$ cat src/rtl/pci_subdec_pkg.sv
package pci_subdec_pkg;

   localparam int CBE_W = 4;

   typedef enum logic [1:0] {
      CLS_NONE       = 2'd0,
      CLS_RETRY_NOW  = 2'd1,
      CLS_RETRY_LATE = 2'd2,
      CLS_POST       = 2'd3
   } claim_cls_e;

   typedef enum logic [1:0] {
      ST_BUSY    = 2'd0,
      ST_IDLE    = 2'd1,
      ST_WINDOW  = 2'd2,
      ST_LATWAIT = 2'd3
   } claim_st_e;

   localparam logic [CBE_W-1:0] CMD_IO_RD   = 4'b0010;
   localparam logic [CBE_W-1:0] CMD_IO_WR   = 4'b0011;
   localparam logic [CBE_W-1:0] CMD_MEM_RD  = 4'b0110;
   localparam logic [CBE_W-1:0] CMD_MEM_WR  = 4'b0111;
   localparam logic [CBE_W-1:0] CMD_MEM_RDM = 4'b1100;
   localparam logic [CBE_W-1:0] CMD_MEM_RDL = 4'b1110;
   localparam logic [CBE_W-1:0] CMD_MEM_WRI = 4'b1111;

endpackage

$ cat src/rtl/pci_subdec_cmd_class.sv
module pci_subdec_cmd_class
   import pci_subdec_pkg::*;
(
   input  logic [CBE_W-1:0] cmd,
   output claim_cls_e       cls
);

   always_comb begin
      unique case (cmd)
         CMD_IO_RD, CMD_IO_WR:                 cls = CLS_RETRY_NOW;
         CMD_MEM_RD, CMD_MEM_RDM, CMD_MEM_RDL: cls = CLS_RETRY_LATE;
         CMD_MEM_WR, CMD_MEM_WRI:              cls = CLS_POST;
         default:                              cls = CLS_NONE;
      endcase
   end

endmodule

$ cat src/rtl/pci_subdec_req_record.sv
module pci_subdec_req_record
   import pci_subdec_pkg::*;
#(
   parameter int ADDR_W    = 32,
   parameter int IGN_LSB   = 0
) (
   input  logic              clk,
   input  logic              rst_n,
   input  logic              cap_en,
   input  logic [CBE_W-1:0]  cap_cmd,
   input  logic [ADDR_W-1:0] cap_addr,
   input  logic [CBE_W-1:0]  cap_be_n,
   input  logic              free_en,
   input  logic [CBE_W-1:0]  probe_cmd,
   input  logic [ADDR_W-1:0] probe_addr,
   output logic              probe_hit,
   output logic              valid,
   output logic [CBE_W-1:0]  cmd_q,
   output logic [ADDR_W-1:0] addr_q,
   output logic [CBE_W-1:0]  be_n_q
);

   logic addr_eq;

   generate
      if (IGN_LSB == 0) begin : g_full_match
         assign addr_eq = (probe_addr == addr_q);
      end else begin : g_part_match
         assign addr_eq = (probe_addr[ADDR_W-1:IGN_LSB] == addr_q[ADDR_W-1:IGN_LSB]);
      end
   endgenerate

   assign probe_hit = valid && (probe_cmd == cmd_q) && addr_eq;

   always_ff @(posedge clk) begin
      if (!rst_n) begin
         valid  <= 1'b0;
         cmd_q  <= '0;
         addr_q <= '0;
         be_n_q <= '0;
      end else if (free_en) begin
         valid <= 1'b0;
      end else if (cap_en && !valid) begin
         valid  <= 1'b1;
         cmd_q  <= cap_cmd;
         addr_q <= cap_addr;
         be_n_q <= cap_be_n;
      end
   end

endmodule

$ cat src/rtl/pci_subdec_window_fsm.sv
module pci_subdec_window_fsm
   import pci_subdec_pkg::*;
#(
   parameter int WINDOW = 3
) (
   input  logic       clk,
   input  logic       rst_n,
   input  logic       frame_n,
   input  logic       irdy_n,
   input  logic       devsel_n,
   input  logic       off_q,
   input  logic       lat_timeout,
   input  logic       dt_ready,
   input  logic       rec_hit,
   input  claim_cls_e cls,
   output logic       addr_stb,
   output logic       be_stb,
   output logic       cap_req,
   output logic       free_req,
   output logic       claim,
   output logic       retry,
   output logic       np_mark
);

   localparam int CNT_W = $clog2(WINDOW + 1);
   localparam logic [CNT_W-1:0] CNT_LAST = CNT_W'(WINDOW);
   localparam logic [CNT_W-1:0] CNT_ONE  = CNT_W'(1);

   claim_st_e        st;
   logic [CNT_W-1:0] cnt;
   logic             win_end;
   logic             win_take;

   assign addr_stb = (st == ST_IDLE) && !frame_n;
   assign be_stb   = (st == ST_WINDOW) && (cnt == CNT_ONE);
   assign win_end  = (st == ST_WINDOW) && devsel_n && (cnt == CNT_LAST);
   assign win_take = win_end && (cls != CLS_NONE) && !off_q;
   assign cap_req  = (win_take && (cls == CLS_RETRY_NOW)) ||
                     ((st == ST_LATWAIT) && lat_timeout);
   assign free_req = addr_stb && rec_hit && dt_ready;

   always_ff @(posedge clk) begin
      if (!rst_n) begin
         st      <= ST_BUSY;
         cnt     <= '0;
         claim   <= 1'b0;
         retry   <= 1'b0;
         np_mark <= 1'b0;
      end else begin
         claim   <= 1'b0;
         retry   <= 1'b0;
         np_mark <= 1'b0;
         unique case (st)
            ST_BUSY: begin
               if (frame_n && irdy_n) st <= ST_IDLE;
            end
            ST_IDLE: begin
               if (!frame_n) begin
                  if (rec_hit) begin
                     claim <= 1'b1;
                     retry <= !dt_ready;
                     st    <= ST_BUSY;
                  end else begin
                     cnt <= CNT_ONE;
                     st  <= ST_WINDOW;
                  end
               end
            end
            ST_WINDOW: begin
               if (!devsel_n) begin
                  st <= ST_BUSY;
               end else if (cnt == CNT_LAST) begin
                  st <= ST_BUSY;
                  if (win_take) begin
                     claim   <= 1'b1;
                     np_mark <= 1'b1;
                     if (cls == CLS_RETRY_NOW)  retry <= 1'b1;
                     if (cls == CLS_RETRY_LATE) st    <= ST_LATWAIT;
                  end
               end else begin
                  cnt <= cnt + CNT_ONE;
               end
            end
            ST_LATWAIT: begin
               if (lat_timeout) begin
                  retry <= 1'b1;
                  st    <= ST_BUSY;
               end
            end
            default: st <= ST_BUSY;
         endcase
      end
   end

endmodule

$ cat src/rtl/pci_subdec_claim.sv
module pci_subdec_claim
   import pci_subdec_pkg::*;
#(
   parameter int ADDR_W  = 32,
   parameter int WINDOW  = 3,
   parameter int IGN_LSB = 0
) (
   input  logic              clk,
   input  logic              rst_n,
   input  logic              frame_n,
   input  logic              irdy_n,
   input  logic              devsel_n,
   input  logic [3:0]        cbe_n,
   input  logic [ADDR_W-1:0] ad,
   input  logic              decode_off,
   input  logic              lat_timeout,
   input  logic              dt_ready,
   output logic              claim,
   output logic              retry,
   output logic              np_mark,
   output logic              rec_valid,
   output logic [3:0]        rec_cmd,
   output logic [ADDR_W-1:0] rec_addr,
   output logic [3:0]        rec_be_n
);

   generate
      if (WINDOW < 1 || WINDOW > 7) begin : g_bad_window
         $error("pci_subdec_claim: WINDOW must be within 1..7");
      end
      if (IGN_LSB < 0 || IGN_LSB >= ADDR_W) begin : g_bad_ign
         $error("pci_subdec_claim: IGN_LSB must be below ADDR_W");
      end
      if (ADDR_W < 2) begin : g_bad_addr
         $error("pci_subdec_claim: ADDR_W too small");
      end
   endgenerate

   logic [CBE_W-1:0]  cmd_q;
   logic [ADDR_W-1:0] addr_q;
   logic [CBE_W-1:0]  be_n_q;
   logic              off_q;
   logic              addr_stb;
   logic              be_stb;
   logic              cap_req;
   logic              free_req;
   logic              rec_hit;
   claim_cls_e        cls;

   always_ff @(posedge clk) begin
      if (!rst_n) begin
         cmd_q  <= '0;
         addr_q <= '0;
         be_n_q <= '1;
         off_q  <= 1'b0;
      end else begin
         if (addr_stb) begin
            cmd_q  <= cbe_n;
            addr_q <= ad;
            off_q  <= decode_off;
         end
         if (be_stb) be_n_q <= cbe_n;
      end
   end

   pci_subdec_cmd_class u_cls (
      .cmd (cmd_q),
      .cls (cls)
   );

   pci_subdec_window_fsm #(.WINDOW(WINDOW)) u_fsm (
      .clk         (clk),
      .rst_n       (rst_n),
      .frame_n     (frame_n),
      .irdy_n      (irdy_n),
      .devsel_n    (devsel_n),
      .off_q       (off_q),
      .lat_timeout (lat_timeout),
      .dt_ready    (dt_ready),
      .rec_hit     (rec_hit),
      .cls         (cls),
      .addr_stb    (addr_stb),
      .be_stb      (be_stb),
      .cap_req     (cap_req),
      .free_req    (free_req),
      .claim       (claim),
      .retry       (retry),
      .np_mark     (np_mark)
   );

   pci_subdec_req_record #(.ADDR_W(ADDR_W), .IGN_LSB(IGN_LSB)) u_rec (
      .clk        (clk),
      .rst_n      (rst_n),
      .cap_en     (cap_req),
      .cap_cmd    (cmd_q),
      .cap_addr   (addr_q),
      .cap_be_n   (be_n_q),
      .free_en    (free_req),
      .probe_cmd  (cbe_n),
      .probe_addr (ad),
      .probe_hit  (rec_hit),
      .valid      (rec_valid),
      .cmd_q      (rec_cmd),
      .addr_q     (rec_addr),
      .be_n_q     (rec_be_n)
   );

endmodule

$ cat config.mk
export PLATFORM = sky130hd
export DESIGN_NAME = pci_subdec_claim
export DESIGN_NICKNAME = d
export VERILOG_FILES = /design/src/rtl/pci_subdec_pkg.sv /design/src/rtl/pci_subdec_cmd_class.sv /design/src/rtl/pci_subdec_req_record.sv /design/src/rtl/pci_subdec_window_fsm.sv /design/src/rtl/pci_subdec_claim.sv
export SDC_FILE = /design/constraint.sdc
export NUM_CORES = 1
export LEC_CHECK = 0
export ABC_CLOCK_PERIOD_IN_PS = 3700
export BUFFER_PORTS_ARGS = -buffer_cell sky130_fd_sc_hd__buf_2
export CORE_MARGIN = 5
export CORE_UTILIZATION = 60
export CTS_BUF_LIST = sky130_fd_sc_hd__clkbuf_4
export DETAILED_ROUTE_END_ITERATION = 6
export GPL_ROUTABILITY_DRIVEN = 0
export GPL_TIMING_DRIVEN = 0
export PLACE_DENSITY = 0.95
export SYNTH_ARGS = -nofsm -noshare
export SYNTH_HDL_FRONTEND = slang
export SYNTH_SLANG_ARGS = --single-unit
$ cat constraint.sdc
create_clock -name clk -period 3.7 [get_ports clk]
set_input_delay 0.37 -clock clk [delete_from_list [all_inputs] [get_ports clk]]
set_output_delay 0.37 -clock clk [all_outputs]
set_load 0.005 [all_outputs]
==> flow_results.xml, run 1 <==
<?xml version="1.0" encoding="UTF-8"?>
<metrics>
  <group name="clocking">
    <metric name="cts_resized" unit="">0</metric>
    <metric name="clkTransAtPathRegs" unit="ps">150</metric>
    <metric name="root_buf_cell" unit="">sky130_fd_sc_hd__clkbuf_4</metric>
    <metric name="clock_latency" unit="ps">450</metric>
    <metric name="tritoncts" unit="">built</metric>
    <metric name="tritoncts_num_sinks" unit="">89</metric>
    <metric name="hold_buf_count_cts" unit="">0</metric>
    <metric name="number_of_buffers_added_for_setup_after_cts" unit="">0</metric>
    <metric name="cts_max_level" unit="">3</metric>
    <metric name="numCtsBuffers" unit="">9</metric>
    <metric name="cts_buffer_depth" unit="">2</metric>
  </group>
  <group name="timing">
    <metric name="worst_slew_margin_relative_to_its_limit" unit="%">61.1</metric>
    <metric name="timing.final.max_slew_violations" unit="">0</metric>
    <metric name="max_freq" unit="MHz">460</metric>
    <metric name="finalWorstPathRequiredPeriod" unit="ps">2170</metric>
    <metric name="final.setup_skew" unit="ps">23.3</metric>
    <metric name="final.period_utilization" unit="%">58.8</metric>
    <metric name="worst-slew-pin-transition" unit="ps">583</metric>
    <metric name="setup-tns-final" unit="ps">0</metric>
    <metric name="setup_viol_count_final" unit="">0</metric>
    <metric name="timing_hold_violations_final" unit="">0</metric>
    <metric name="grt_setup_unrepaired" unit="">false</metric>
  </group>
  <group name="global_routing">
    <metric name="grt_start_max_net_pins" unit="">16</metric>
    <metric name="grt_pass1_wl" unit="mm">16.4</metric>
    <metric name="antenna_found_initial" unit="">0</metric>
    <metric name="number_of_global_route_vias_before_repair" unit="">3399</metric>
    <metric name="globalRoute.totalOverflow" unit="">0</metric>
    <metric name="global_route.usage.total" unit="%">26.9</metric>
  </group>
  <group name="yosys">
    <metric name="synth.yosys.seq_area_share" unit="%">46.9</metric>
    <metric name="synthTopCellsByCount" unit="">89 x sky130_fd_sc_hd__dfxtp_1, 83 x sky130_fd_sc_hd__nand2_1, 48 x sky130_fd_sc_hd__nor2_1, 41 x sky130_fd_sc_hd__a21oi_1, 41 x sky130_fd_sc_hd__mux2i_1</metric>
    <metric name="yosys_warnings" unit="">0</metric>
    <metric name="post_synthesis_cells" unit="">421</metric>
    <metric name="synth_edf_count" unit="">0</metric>
    <metric name="synth_async_sr_flop_share" unit="%">0</metric>
    <metric name="yosys.area.top_type_share" unit="%">46.9</metric>
    <metric name="cell_types_occupying_the_most_area_after_synthesis" unit="">sky130_fd_sc_hd__dfxtp_1 47%, sky130_fd_sc_hd__mux2i_1 11%, sky130_fd_sc_hd__nand2_1 8.2%</metric>
    <metric name="post_synth.cell_area_avg" unit="sq um">9.02</metric>
    <metric name="synth-seq-cells" unit="">89</metric>
    <metric name="yosys.cell_count.top_type" unit="">sky130_fd_sc_hd__dfxtp_1</metric>
    <metric name="synth_area" unit="sq um">3800</metric>
    <metric name="synth_nets" unit="">472</metric>
    <metric name="synth_area_leader_cell" unit="">sky130_fd_sc_hd__dfxtp_1</metric>
    <metric name="synth_ff_type" unit="">sky130_fd_sc_hd__dfxtp_1</metric>
    <metric name="ys_types" unit="">35</metric>
  </group>
  <group name="layout">
    <metric name="final_util" unit="%">71.9</metric>
    <metric name="insertedDiodeCount" unit="">0</metric>
    <metric name="final_nets" unit="">570</metric>
    <metric name="syn_to_final_growth" unit="%">18.2</metric>
    <metric name="layout.cell_area.non_filler" unit="sq um">4490</metric>
    <metric name="drive_above_1_share" unit="%">21.6</metric>
  </group>
  <group name="floorplanning">
    <metric name="floorplan.initialDensity" unit="%">60.8</metric>
    <metric name="floorplan.die.height" unit="microns">89.6</metric>
    <metric name="std_cell_rows" unit="">29</metric>
    <metric name="die-area" unit="sq um">8020</metric>
    <metric name="ioPinCount" unit="">88</metric>
    <metric name="horiz_die_dim" unit="microns">89.6</metric>
    <metric name="placeableCoreArea" unit="sq um">6240</metric>
  </group>
  <group name="power">
    <metric name="ir_drop" unit="mV">0.392</metric>
    <metric name="cell_internal_pwr" unit="mW">1.35</metric>
    <metric name="static-leakage-power" unit="nW">1.80</metric>
    <metric name="power.share.combinational" unit="%">12.1</metric>
    <metric name="power_frac_clock" unit="%">33.1</metric>
    <metric name="power_dissipated_by_switching_net_loads" unit="mW">0.507</metric>
    <metric name="sw_frac_of_total" unit="%">27.3</metric>
    <metric name="p_per_area" unit="nW/um^2">414</metric>
    <metric name="p_seq_share" unit="%">54.9</metric>
  </group>
  <group name="outcome">
    <metric name="outcome" unit="">finished clean</metric>
  </group>
  <group name="setup_path">
    <metric name="crit_path_top_delay_cell" unit="">sky130_fd_sc_hd__dfxtp_1</metric>
    <metric name="cp_cell_sequence" unit="">inv_1 -&gt; ha_1 -&gt; buf_6 -&gt; nand2_4 -&gt; nor3b_4 -&gt; a32oi_2 -&gt; nor2_4 -&gt; buf_12 -&gt; mux2i_1 -&gt; nor2_1</metric>
    <metric name="biggest_cell_delay_along_the_critical_path" unit="ps">360</metric>
    <metric name="crit_arrival" unit="ps">2500</metric>
    <metric name="r2r-start" unit="">u_fsm.st[0]$_SDFFE_PN0P_</metric>
    <metric name="worstSetupStartpointType" unit="">flip-flop</metric>
    <metric name="cp_data_required_time" unit="ps">4030</metric>
    <metric name="critical_path.max_fanout" unit="">10</metric>
    <metric name="critical_path.startpoint" unit="">u_fsm.st[0]$_SDFFE_PN0P_</metric>
    <metric name="category_of_the_worst_setup_path_capture_point" unit="">flip-flop</metric>
    <metric name="crit_path_class" unit="">reg -&gt; reg</metric>
  </group>
  <group name="worst_hold_path">
    <metric name="hold_path.class" unit="">in -&gt; reg</metric>
    <metric name="hold_path_startpoint" unit="">decode_off</metric>
  </group>
  <group name="place">
    <metric name="placedInstanceArea" unit="sq um">4330</metric>
    <metric name="dp_hpwl" unit="mm">7.63</metric>
    <metric name="numPortBuffers" unit="">87</metric>
  </group>
  <group name="drt">
    <metric name="routed_wire_length_per_instance" unit="microns">16.9</metric>
    <metric name="initialDrtViolationCount" unit="">295</metric>
    <metric name="drt_total_wl" unit="mm">10.2</metric>
    <metric name="post_drt_via_cell_ratio" unit="">5.66</metric>
    <metric name="drt-pass1-iter-count" unit="">5</metric>
    <metric name="detailroute.via_count" unit="">3400</metric>
    <metric name="remaining_drc_errors" unit="">0</metric>
    <metric name="postRouteAntennaNets" unit="">0</metric>
  </group>
  <group name="flow_run">
    <metric name="cap_violations" unit="">0</metric>
  </group>
</metrics>
routing by layer:
metal / vias to the layer above / global-route usage [%] / part of all wire, %
met2: 164 / 45.9 / 50
met3: 34 / 5.71 / 6.8
li1: 1596 / - / -
met5: - / 0 / 0
met1: 1606 / 32.5 / 40
met4: 0 / 11.8 / 3.1
state kept, by name, indices dropped and copies added (netlist names), 2 cells and up:
name	flops
addr_q	32
u_fsm.st	2
cmd_q	4
u_rec.cmd_q	4
be_n_q	4
u_rec.addr_q	32
u_rec.be_n_q	4
u_fsm.cnt	2
power groups by stage:
| stage | sequential, mW | clock [mW] | combinational, mW |
|---|---|---|---|
| 3_5_place_dp | 1.04 | 0 | 0.218 |
| 2_1_floorplan | 1.03 | 0 | 0.139 |
| 6_report | 1.02 | 0.614 | 0.224 |
| 3_3_place_gp | 1.03 | 0 | 0.208 |
| 4_1_cts | 1.02 | 0.613 | 0.220 |
| 5_1_grt | 1.02 | 0.654 | 0.245 |
worst max-delay path, delay by kind of cell (launching register included):
kind / cells / cell delay (ps)
muxes: 1 / 230
buffers and inverters: 3 / 460
DFF: 1 / 360
and+or+nand+nor: 4 / 660
AOI/OAI and AO/OA: 1 / 190
adders and majority gates: 1 / 180
final timing paths:
check        slack, ps  cells past startpoint                           end
min                150                      3            off_q$_SDFFE_PN0P_
min reg2reg        470                      2       addr_q[24]$_SDFFE_PN0P_
max               1530                     10  u_rec.addr_q[0]$_SDFFE_PN0P_
max reg2reg       1530                     10  u_rec.addr_q[0]$_SDFFE_PN0P_
placed cells by master, fill, tap and decap left out, types with 2 or more instances in the layout:
cell                        Yosys  routed
sky130_fd_sc_hd__nand3_1       13      13
sky130_fd_sc_hd__inv_1          8       8
sky130_fd_sc_hd__dfxtp_1       89      89
sky130_fd_sc_hd__nor2_1        48      48
sky130_fd_sc_hd__xnor2_1       28      28
sky130_fd_sc_hd__inv_6          0       2
sky130_fd_sc_hd__buf_2          1      88
sky130_fd_sc_hd__clkinv_2       0       2
sky130_fd_sc_hd__nand2b_1       3       3
sky130_fd_sc_hd__nand2_1       83      83
sky130_fd_sc_hd__o21ai_0        2       2
sky130_fd_sc_hd__ha_1           7       7
sky130_fd_sc_hd__mux2i_1       41      41
sky130_fd_sc_hd__clkbuf_1      16      16
sky130_fd_sc_hd__buf_12         4       4
sky130_fd_sc_hd__clkbuf_4       0       9
sky130_fd_sc_hd__a21oi_1       41      41
sky130_fd_sc_hd__nand4_1        7       7
sky130_fd_sc_hd__a31oi_1        2       2
sky130_fd_sc_hd__o221a_1        2       2
sky130_fd_sc_hd__nor4_1         3       3
sky130_fd_sc_hd__xor2_1         7       7
sky130_fd_sc_hd__bufinv_16      0       2
cells by family (layout without fill, tap and decap cells):
logic type | after synthesis | in the layout | synth area share, %
and+or+nand+nor | 166 | 166 | 19.1
AOI/OAI and AO/OA | 52 | 52 | 7.78
buffers and inverters | 31 | 134 | 5.01
xor gates and xnor gates | 35 | 35 | 8.07
adders and majority gates | 7 | 7 | 2.31
DFF | 89 | 89 | 46.9
muxes | 41 | 41 | 10.8
final cells by class:
type                            instances  area [sq um]
Clock buffer                            9          67.6
Timing Repair Buffer                   87           435
Buffer                                 22           156
Tap cell                               77          96.3
Clock inverter                          7          91.3
Fill cell                             457          1750
Multi-Input combinational cell        301          1830
Sequential cell                        89          1780
Inverter                                9          33.8
through the flow:
| stage | instances | power, mW | worst slack [ps] | hold WS (ps) |
|---|---|---|---|---|
| 2_1_floorplan | 421 | 1.17 | 1830 | 436 |
| 3_3_place_gp | 585 | 1.24 | 1660 | 441 |
| 3_5_place_dp | 585 | 1.26 | 1550 | 449 |
| 4_1_cts | 601 | 1.85 | 1520 | 155 |
| 5_1_grt | 601 | 1.92 | 1380 | 138 |
| 6_report | 601 | 1.86 | 1530 | 152 |
Power figures use the tool's default switching activity.
==> run 2, diff against run 1 <==
ABC_CLOCK_PERIOD_IN_PS = 1800   (was 3700)
CORE_UTILIZATION = 50   (was 60)
PLACE_DENSITY = 0.89   (was 0.95)
clock period = 1.8 ns   (was 3.7 ns; I/O delays follow)
==> flow_results.xml, run 2 (synthesis gave the netlist of run 1 again) <==
<?xml version="1.0" encoding="UTF-8"?>
<metrics>
  <group name="timing">
    <metric name="setup_viol_count_final" unit="">25</metric>
    <metric name="final.setup.worst_slack" unit="ps">-164</metric>
    <metric name="finalWorstPathRequiredPeriod" unit="ps">1960</metric>
    <metric name="worst_slew_margin_relative_to_its_limit" unit="%">55.8</metric>
    <metric name="worst-slew-pin-transition" unit="ps">663</metric>
    <metric name="final.setup_skew" unit="ps">21.2</metric>
    <metric name="grt_setup_unrepaired" unit="">true</metric>
    <metric name="timing_hold_violations_final" unit="">0</metric>
    <metric name="final.period_utilization" unit="%">109</metric>
    <metric name="max_freq" unit="MHz">509</metric>
    <metric name="timing.final.max_slew_violations" unit="">0</metric>
  </group>
  <group name="floorplanning">
    <metric name="floorplan.initialDensity" unit="%">51.8</metric>
    <metric name="floorplan.die.height" unit="microns">97.2</metric>
    <metric name="ioPinCount" unit="">88</metric>
    <metric name="horiz_die_dim" unit="microns">97.2</metric>
    <metric name="die-area" unit="sq um">9440</metric>
    <metric name="std_cell_rows" unit="">31</metric>
    <metric name="placeableCoreArea" unit="sq um">7330</metric>
  </group>
  <group name="place">
    <metric name="numPortBuffers" unit="">87</metric>
    <metric name="dp_hpwl" unit="mm">7.41</metric>
  </group>
  <group name="setup_path">
    <metric name="cp_data_required_time" unit="ps">2100</metric>
    <metric name="r2r-start" unit="">u_fsm.st[0]$_SDFFE_PN0P_</metric>
    <metric name="worstSetupStartpointType" unit="">flip-flop</metric>
    <metric name="critical_path.max_fanout" unit="">5</metric>
    <metric name="crit_path_class" unit="">reg -&gt; reg</metric>
    <metric name="category_of_the_worst_setup_path_capture_point" unit="">flip-flop</metric>
    <metric name="rrSetupSlack" unit="ps">-160</metric>
    <metric name="crit_arrival" unit="ps">2260</metric>
    <metric name="r2r.worst_path.cells" unit="">11</metric>
    <metric name="critical_path.reg2reg.endpoint" unit="">u_rec.be_n_q[3]$_SDFFE_PN0P_</metric>
  </group>
  <group name="clocking">
    <metric name="numCtsBuffers" unit="">9</metric>
    <metric name="clock_latency" unit="ps">440</metric>
    <metric name="clkTransAtPathRegs" unit="ps">160</metric>
    <metric name="tritoncts" unit="">built</metric>
    <metric name="cts_max_level" unit="">3</metric>
    <metric name="root_buf_cell" unit="">sky130_fd_sc_hd__clkbuf_4</metric>
    <metric name="tritoncts_num_sinks" unit="">89</metric>
    <metric name="cts_buffer_depth" unit="">2</metric>
  </group>
  <group name="global_routing">
    <metric name="grt_start_max_net_pins" unit="">17</metric>
    <metric name="globalRoute.totalOverflow" unit="">0</metric>
    <metric name="number_of_global_route_vias_before_repair" unit="">3722</metric>
    <metric name="grt_pass1_wl" unit="mm">18.3</metric>
    <metric name="antenna_found_initial" unit="">0</metric>
    <metric name="global_route.usage.total" unit="%">23.9</metric>
  </group>
  <group name="drt">
    <metric name="drt_total_wl" unit="mm">11.8</metric>
    <metric name="postRouteAntennaNets" unit="">0</metric>
    <metric name="routed_wire_length_per_instance" unit="microns">17.6</metric>
    <metric name="post_drt_via_cell_ratio" unit="">5.47</metric>
    <metric name="initialDrtViolationCount" unit="">305</metric>
    <metric name="drt-pass1-iter-count" unit="">5</metric>
    <metric name="remaining_drc_errors" unit="">0</metric>
    <metric name="detailroute.via_count" unit="">3682</metric>
  </group>
  <group name="flow_run">
    <metric name="cap_violations" unit="">0</metric>
  </group>
  <group name="layout">
    <metric name="layout_commonest_cell" unit="">sky130_fd_sc_hd__buf_2</metric>
    <metric name="syn_to_final_growth" unit="%">37.4</metric>
    <metric name="final_util" unit="%">71.2</metric>
    <metric name="filler_cell_count" unit="">500</metric>
    <metric name="insertedDiodeCount" unit="">0</metric>
    <metric name="final_cell_mix" unit="">87 x sky130_fd_sc_hd__buf_2, 83 x sky130_fd_sc_hd__nand2_1, 71 x sky130_fd_sc_hd__dfxtp_1, 46 x sky130_fd_sc_hd__nor2_1, 41 x sky130_fd_sc_hd__a21oi_1</metric>
    <metric name="final_nets" unit="">620</metric>
    <metric name="drive_above_1_share" unit="%">31.4</metric>
    <metric name="largestRegisters" unit="">addr_q (32), u_rec.addr_q (32)</metric>
  </group>
  <group name="worst_hold_path">
    <metric name="hold_path_startpoint" unit="">ad[7]</metric>
    <metric name="hold_path.class" unit="">in -&gt; reg</metric>
    <metric name="hold-path-endpoint" unit="">addr_q[7]$_SDFFE_PN0P_</metric>
    <metric name="hold_path_depth" unit="">3</metric>
  </group>
  <group name="power">
    <metric name="static-leakage-power" unit="nW">2.14</metric>
    <metric name="total_power" unit="mW">3.87</metric>
    <metric name="ir_drop" unit="mV">0.474</metric>
    <metric name="p_per_area" unit="nW/um^2">742</metric>
  </group>
  <group name="outcome">
    <metric name="outcome" unit="">complete, but fails checks</metric>
    <metric name="violated_checks" unit="">setup timing</metric>
  </group>
</metrics>
run 2: timing repair:
| action | in CTS | in global routing |
|---|---|---|
| setup endpoints to repair | 75 | 74 |
| hold buffers | 28 | 6 |
| buffers inserted | 13 | 7 |
| pin swaps | 5 | 15 |
| cloned | 3 | 0 |
| resized for setup | 17 | 48 |
| hold endpoints to repair | 28 | 6 |
run 2: layout make-up:
| type | count | area, sq um | share of cell area (%) |
|---|---|---|---|
| Clock buffer | 9 | 67.6 | 1.29 |
| Tap cell | 99 | 124 | 2.37 |
| Clock inverter | 7 | 77.6 | 1.49 |
| Buffer | 19 | 138 | 2.64 |
| Inverter | 9 | 36.3 | 0.695 |
| Sequential cell | 89 | 1810 | 34.7 |
| Timing Repair Buffer | 140 | 971 | 18.6 |
| Multi-Input combinational cell | 301 | 2000 | 38.2 |
run 2: metal layers:
metal  vias to the layer above  GRT usage [%]  wire, microns
met1                      1753           28.0           4720
met5                         -              0              0
met3                        53           7.75            991
met2                       175           40.8           5620
li1                       1701              -              -
met4                         0           8.32            490
run 2: how the worst max path moves through the flow:
stage	slack (ps)	endpoint	from	cells after the start
after floorplan	-10	u_rec.cmd_q[0]$_SDFFE_PN0P_	u_fsm.st[0]$_SDFFE_PN0P_	10
after global placement	-170	u_rec.addr_q[13]$_SDFFE_PN0P_	u_fsm.st[0]$_SDFFE_PN0P_	10
after detailed placement	-270	addr_q[7]$_SDFFE_PN0P_	u_fsm.st[1]$_SDFFE_PN0P_	8
after CTS	-70	u_rec.addr_q[18]$_SDFFE_PN0P_	u_fsm.st[0]$_SDFFE_PN0P_	11
after global routing	-180	u_rec.be_n_q[3]$_SDFFE_PN0P_	u_fsm.st[0]$_SDFFE_PN0P_	11
final	-160	u_rec.be_n_q[3]$_SDFFE_PN0P_	u_fsm.st[0]$_SDFFE_PN0P_	11
run 2: per-stage QoR:
step	setup WS [ps]	instance area, sq um	cells	setup TNS (ps)	hold WS (ps)
floorplan	-10.9	3810	421	-434	316
global placement	-174	4370	607	-9520	425
detailed placement	-269	4370	607	-13120	443
CTS	-65.5	5040	665	-854	0.337
global route	-177	5220	673	-3710	13.2
finish	-164	5220	673	-1590	16.8
run 2: critical path, cell delays in order, from the launching register on:
cell	delay (ps)
sky130_fd_sc_hd__dfxtp_2	370
sky130_fd_sc_hd__inv_4	60
sky130_fd_sc_hd__ha_4	140
sky130_fd_sc_hd__nand2_4	50
sky130_fd_sc_hd__nor3b_4	190
sky130_fd_sc_hd__a32oi_2	170
sky130_fd_sc_hd__nor2_4	180
sky130_fd_sc_hd__buf_12	140
sky130_fd_sc_hd__buf_12	110
sky130_fd_sc_hd__buf_12	110
sky130_fd_sc_hd__mux2i_1	220
sky130_fd_sc_hd__nor2_1	90
run 2: where the power goes:
part | switching (mW) | total [mW] | internal, mW
combinational | 0.340 | 0.604 | 0.264
sequential | 0.0540 | 2.10 | 2.04
clock | 0.730 | 1.17 | 0.439
==> run 3, diff against run 2 <==
PLACE_DENSITY = not set   (was 0.89)
PLACE_DENSITY_LB_ADDON = 0.2   (was not set)
==> flow_results.xml, run 3 (synthesis gave the netlist of run 1 again) <==
<?xml version="1.0" encoding="UTF-8"?>
<metrics>
  <group name="power">
    <metric name="ir_drop" unit="mV">0.362</metric>
    <metric name="power_frac_clock" unit="%">29.8</metric>
    <metric name="static-leakage-power" unit="nW">2.11</metric>
    <metric name="cell_internal_pwr" unit="mW">2.73</metric>
    <metric name="total_power" unit="mW">3.82</metric>
    <metric name="power.share.combinational" unit="%">15.3</metric>
    <metric name="power_dissipated_by_switching_net_loads" unit="mW">1.08</metric>
    <metric name="p_seq_share" unit="%">54.8</metric>
    <metric name="p_per_area" unit="nW/um^2">738</metric>
    <metric name="sw_frac_of_total" unit="%">28.4</metric>
  </group>
  <group name="global_routing">
    <metric name="global_route.usage.total" unit="%">22.1</metric>
    <metric name="antenna_found_initial" unit="">0</metric>
    <metric name="number_of_global_route_vias_before_repair" unit="">3399</metric>
    <metric name="grt_pass1_wl" unit="mm">16.9</metric>
    <metric name="grt_start_max_net_pins" unit="">16</metric>
    <metric name="globalRoute.totalOverflow" unit="">0</metric>
  </group>
  <group name="layout">
    <metric name="drive_above_1_share" unit="%">27.5</metric>
    <metric name="final_nets" unit="">621</metric>
    <metric name="layout_commonest_cell" unit="">sky130_fd_sc_hd__buf_2</metric>
    <metric name="final_cell_mix" unit="">87 x sky130_fd_sc_hd__buf_2, 85 x sky130_fd_sc_hd__dfxtp_1, 83 x sky130_fd_sc_hd__nand2_1, 47 x sky130_fd_sc_hd__nor2_1, 41 x sky130_fd_sc_hd__a21oi_1</metric>
    <metric name="layoutNonFillerInstCount" unit="">674</metric>
    <metric name="filler_cell_count" unit="">561</metric>
    <metric name="syn_to_final_growth" unit="%">36.3</metric>
    <metric name="insertedDiodeCount" unit="">0</metric>
    <metric name="largestRegisters" unit="">addr_q (32), u_rec.addr_q (32)</metric>
  </group>
  <group name="flow_run">
    <metric name="cap_violations" unit="">0</metric>
  </group>
  <group name="setup_path">
    <metric name="worstSetupStartpointType" unit="">flip-flop</metric>
    <metric name="critical_path.startpoint" unit="">u_rec.cmd_q[1]$_SDFFE_PN0P_</metric>
    <metric name="category_of_the_worst_setup_path_capture_point" unit="">flip-flop</metric>
    <metric name="crit_arrival" unit="ps">2240</metric>
    <metric name="critical_path.max_fanout" unit="">4</metric>
    <metric name="crit_path_class" unit="">reg -&gt; reg</metric>
    <metric name="cp_data_required_time" unit="ps">2140</metric>
    <metric name="r2r-start" unit="">u_rec.cmd_q[1]$_SDFFE_PN0P_</metric>
  </group>
  <group name="drt">
    <metric name="postRouteAntennaNets" unit="">0</metric>
    <metric name="drt_total_wl" unit="mm">10.7</metric>
    <metric name="initialDrtViolationCount" unit="">144</metric>
    <metric name="remaining_drc_errors" unit="">0</metric>
    <metric name="detailroute.via_count" unit="">3523</metric>
    <metric name="post_drt_via_cell_ratio" unit="">5.23</metric>
    <metric name="routed_wire_length_per_instance" unit="microns">15.9</metric>
    <metric name="drt-pass1-iter-count" unit="">5</metric>
  </group>
  <group name="floorplanning">
    <metric name="std_cell_rows" unit="">31</metric>
    <metric name="floorplan.initialDensity" unit="%">51.8</metric>
    <metric name="floorplan.die.height" unit="microns">97.2</metric>
    <metric name="horiz_die_dim" unit="microns">97.2</metric>
    <metric name="die-area" unit="sq um">9440</metric>
    <metric name="ioPinCount" unit="">88</metric>
    <metric name="placeableCoreArea" unit="sq um">7330</metric>
  </group>
  <group name="timing">
    <metric name="worst-slew-pin-transition" unit="ps">543</metric>
    <metric name="timing_hold_violations_final" unit="">0</metric>
    <metric name="final.period_utilization" unit="%">106</metric>
    <metric name="max_freq" unit="MHz">525</metric>
    <metric name="final.setup.worst_slack" unit="ps">-104</metric>
    <metric name="hold-worst-slack" unit="ps">12.6</metric>
    <metric name="finalWorstPathRequiredPeriod" unit="ps">1900</metric>
    <metric name="worst_slew_margin_relative_to_its_limit" unit="%">63.8</metric>
    <metric name="setup_viol_count_final" unit="">23</metric>
    <metric name="grt_setup_unrepaired" unit="">true</metric>
    <metric name="timing.final.max_slew_violations" unit="">0</metric>
    <metric name="final.setup_skew" unit="ps">29.2</metric>
  </group>
  <group name="outcome">
    <metric name="violated_checks" unit="">setup timing</metric>
    <metric name="outcome" unit="">complete, but fails checks</metric>
  </group>
  <group name="clocking">
    <metric name="clkTransAtPathRegs" unit="ps">140</metric>
    <metric name="numCtsBuffers" unit="">9</metric>
    <metric name="root_buf_cell" unit="">sky130_fd_sc_hd__clkbuf_4</metric>
    <metric name="clock_latency" unit="ps">450</metric>
    <metric name="tritoncts_num_sinks" unit="">89</metric>
    <metric name="tritoncts" unit="">built</metric>
    <metric name="cts_max_level" unit="">3</metric>
    <metric name="cts_buffer_depth" unit="">2</metric>
  </group>
  <group name="place">
    <metric name="placed_cells" unit="">607</metric>
    <metric name="dp_hpwl" unit="mm">7.18</metric>
    <metric name="numPortBuffers" unit="">87</metric>
  </group>
  <group name="worst_hold_path">
    <metric name="hold_path.class" unit="">in -&gt; reg</metric>
    <metric name="hold_path_startpoint" unit="">cbe_n[2]</metric>
  </group>
</metrics>
[run 3: what timing repair did]
action | 4_1_cts | 5_1_grt
setup buffers | 12 | 5
pin swaps | 4 | 7
hold buffers | 33 | 1
endpoints found under the hold margin | 33 | 1
gates cloned | 3 | 1
endpoints found under the setup margin | 75 | 74
resized for setup | 21 | 18
[run 3: metal layers]
| metal | global-route usage [%] | up-vias | routed length [microns] |
|---|---|---|---|
| met5 | 0 | - | 0 |
| met4 | 7.13 | 0 | 200 |
| met3 | 5.17 | 24 | 592 |
| met2 | 36.8 | 131 | 5250 |
| met1 | 28.2 | 1669 | 4650 |
| li1 | - | 1699 | - |
[run 3: layout make-up]
class	instances	area [sq um]	area share, %
well taps	99	124	2.39
flip-flops and latches	89	1790	34.6
inverters	9	36.3	0.701
multi-input cells	301	1930	37.3
clock buffers	9	67.6	1.31
clock inverters	7	68.8	1.33
repair buffers	141	1020	19.8
plain buffers	19	134	2.59
[run 3: metrics by stage]
step | TNS (ps) | util (%) | setup slack (ps) | area (sq um)
after floorplan | -434 | - | -10.9 | 3810
after global placement | -11720 | 59.6 | -202 | 4370
after detailed placement | -13340 | 59.6 | -215 | 4370
after CTS | -290 | 69.3 | -62.7 | 5080
after global routing | -4000 | 70.6 | -132 | 5180
final | -411 | 70.6 | -104 | 5180
[run 3: final timing paths]
path                                    end  slack (ps)  cells after the start
hold / removal        cmd_q[2]$_SDFFE_PN0P_          10                      3
setup / recovery  u_fsm.cnt[0]$_SDFFE_PN0P_        -100                      6
setup reg to reg  u_fsm.cnt[0]$_SDFFE_PN0P_        -100                      6
hold reg to reg     addr_q[31]$_SDFFE_PN0P_         470                      2
[run 3: worst max-delay path: stages, from the launching register on]
cell	delay [ps]
sky130_fd_sc_hd__dfxtp_1	470
sky130_fd_sc_hd__xnor2_2	170
sky130_fd_sc_hd__nand4_1	200
sky130_fd_sc_hd__nor4_4	350
sky130_fd_sc_hd__and2_4	220
sky130_fd_sc_hd__a31oi_1	140
sky130_fd_sc_hd__o221a_1	260
[run 3: power by group through the flow]
stage	Clock (mW)	Sequential [mW]	Combinational (mW)
3_3_place_gp	0	2.13	0.443
3_5_place_dp	0	2.14	0.449
2_1_floorplan	0	2.12	0.288
5_1_grt	1.23	2.10	0.637
6_report	1.14	2.09	0.586
4_1_cts	1.14	2.09	0.544
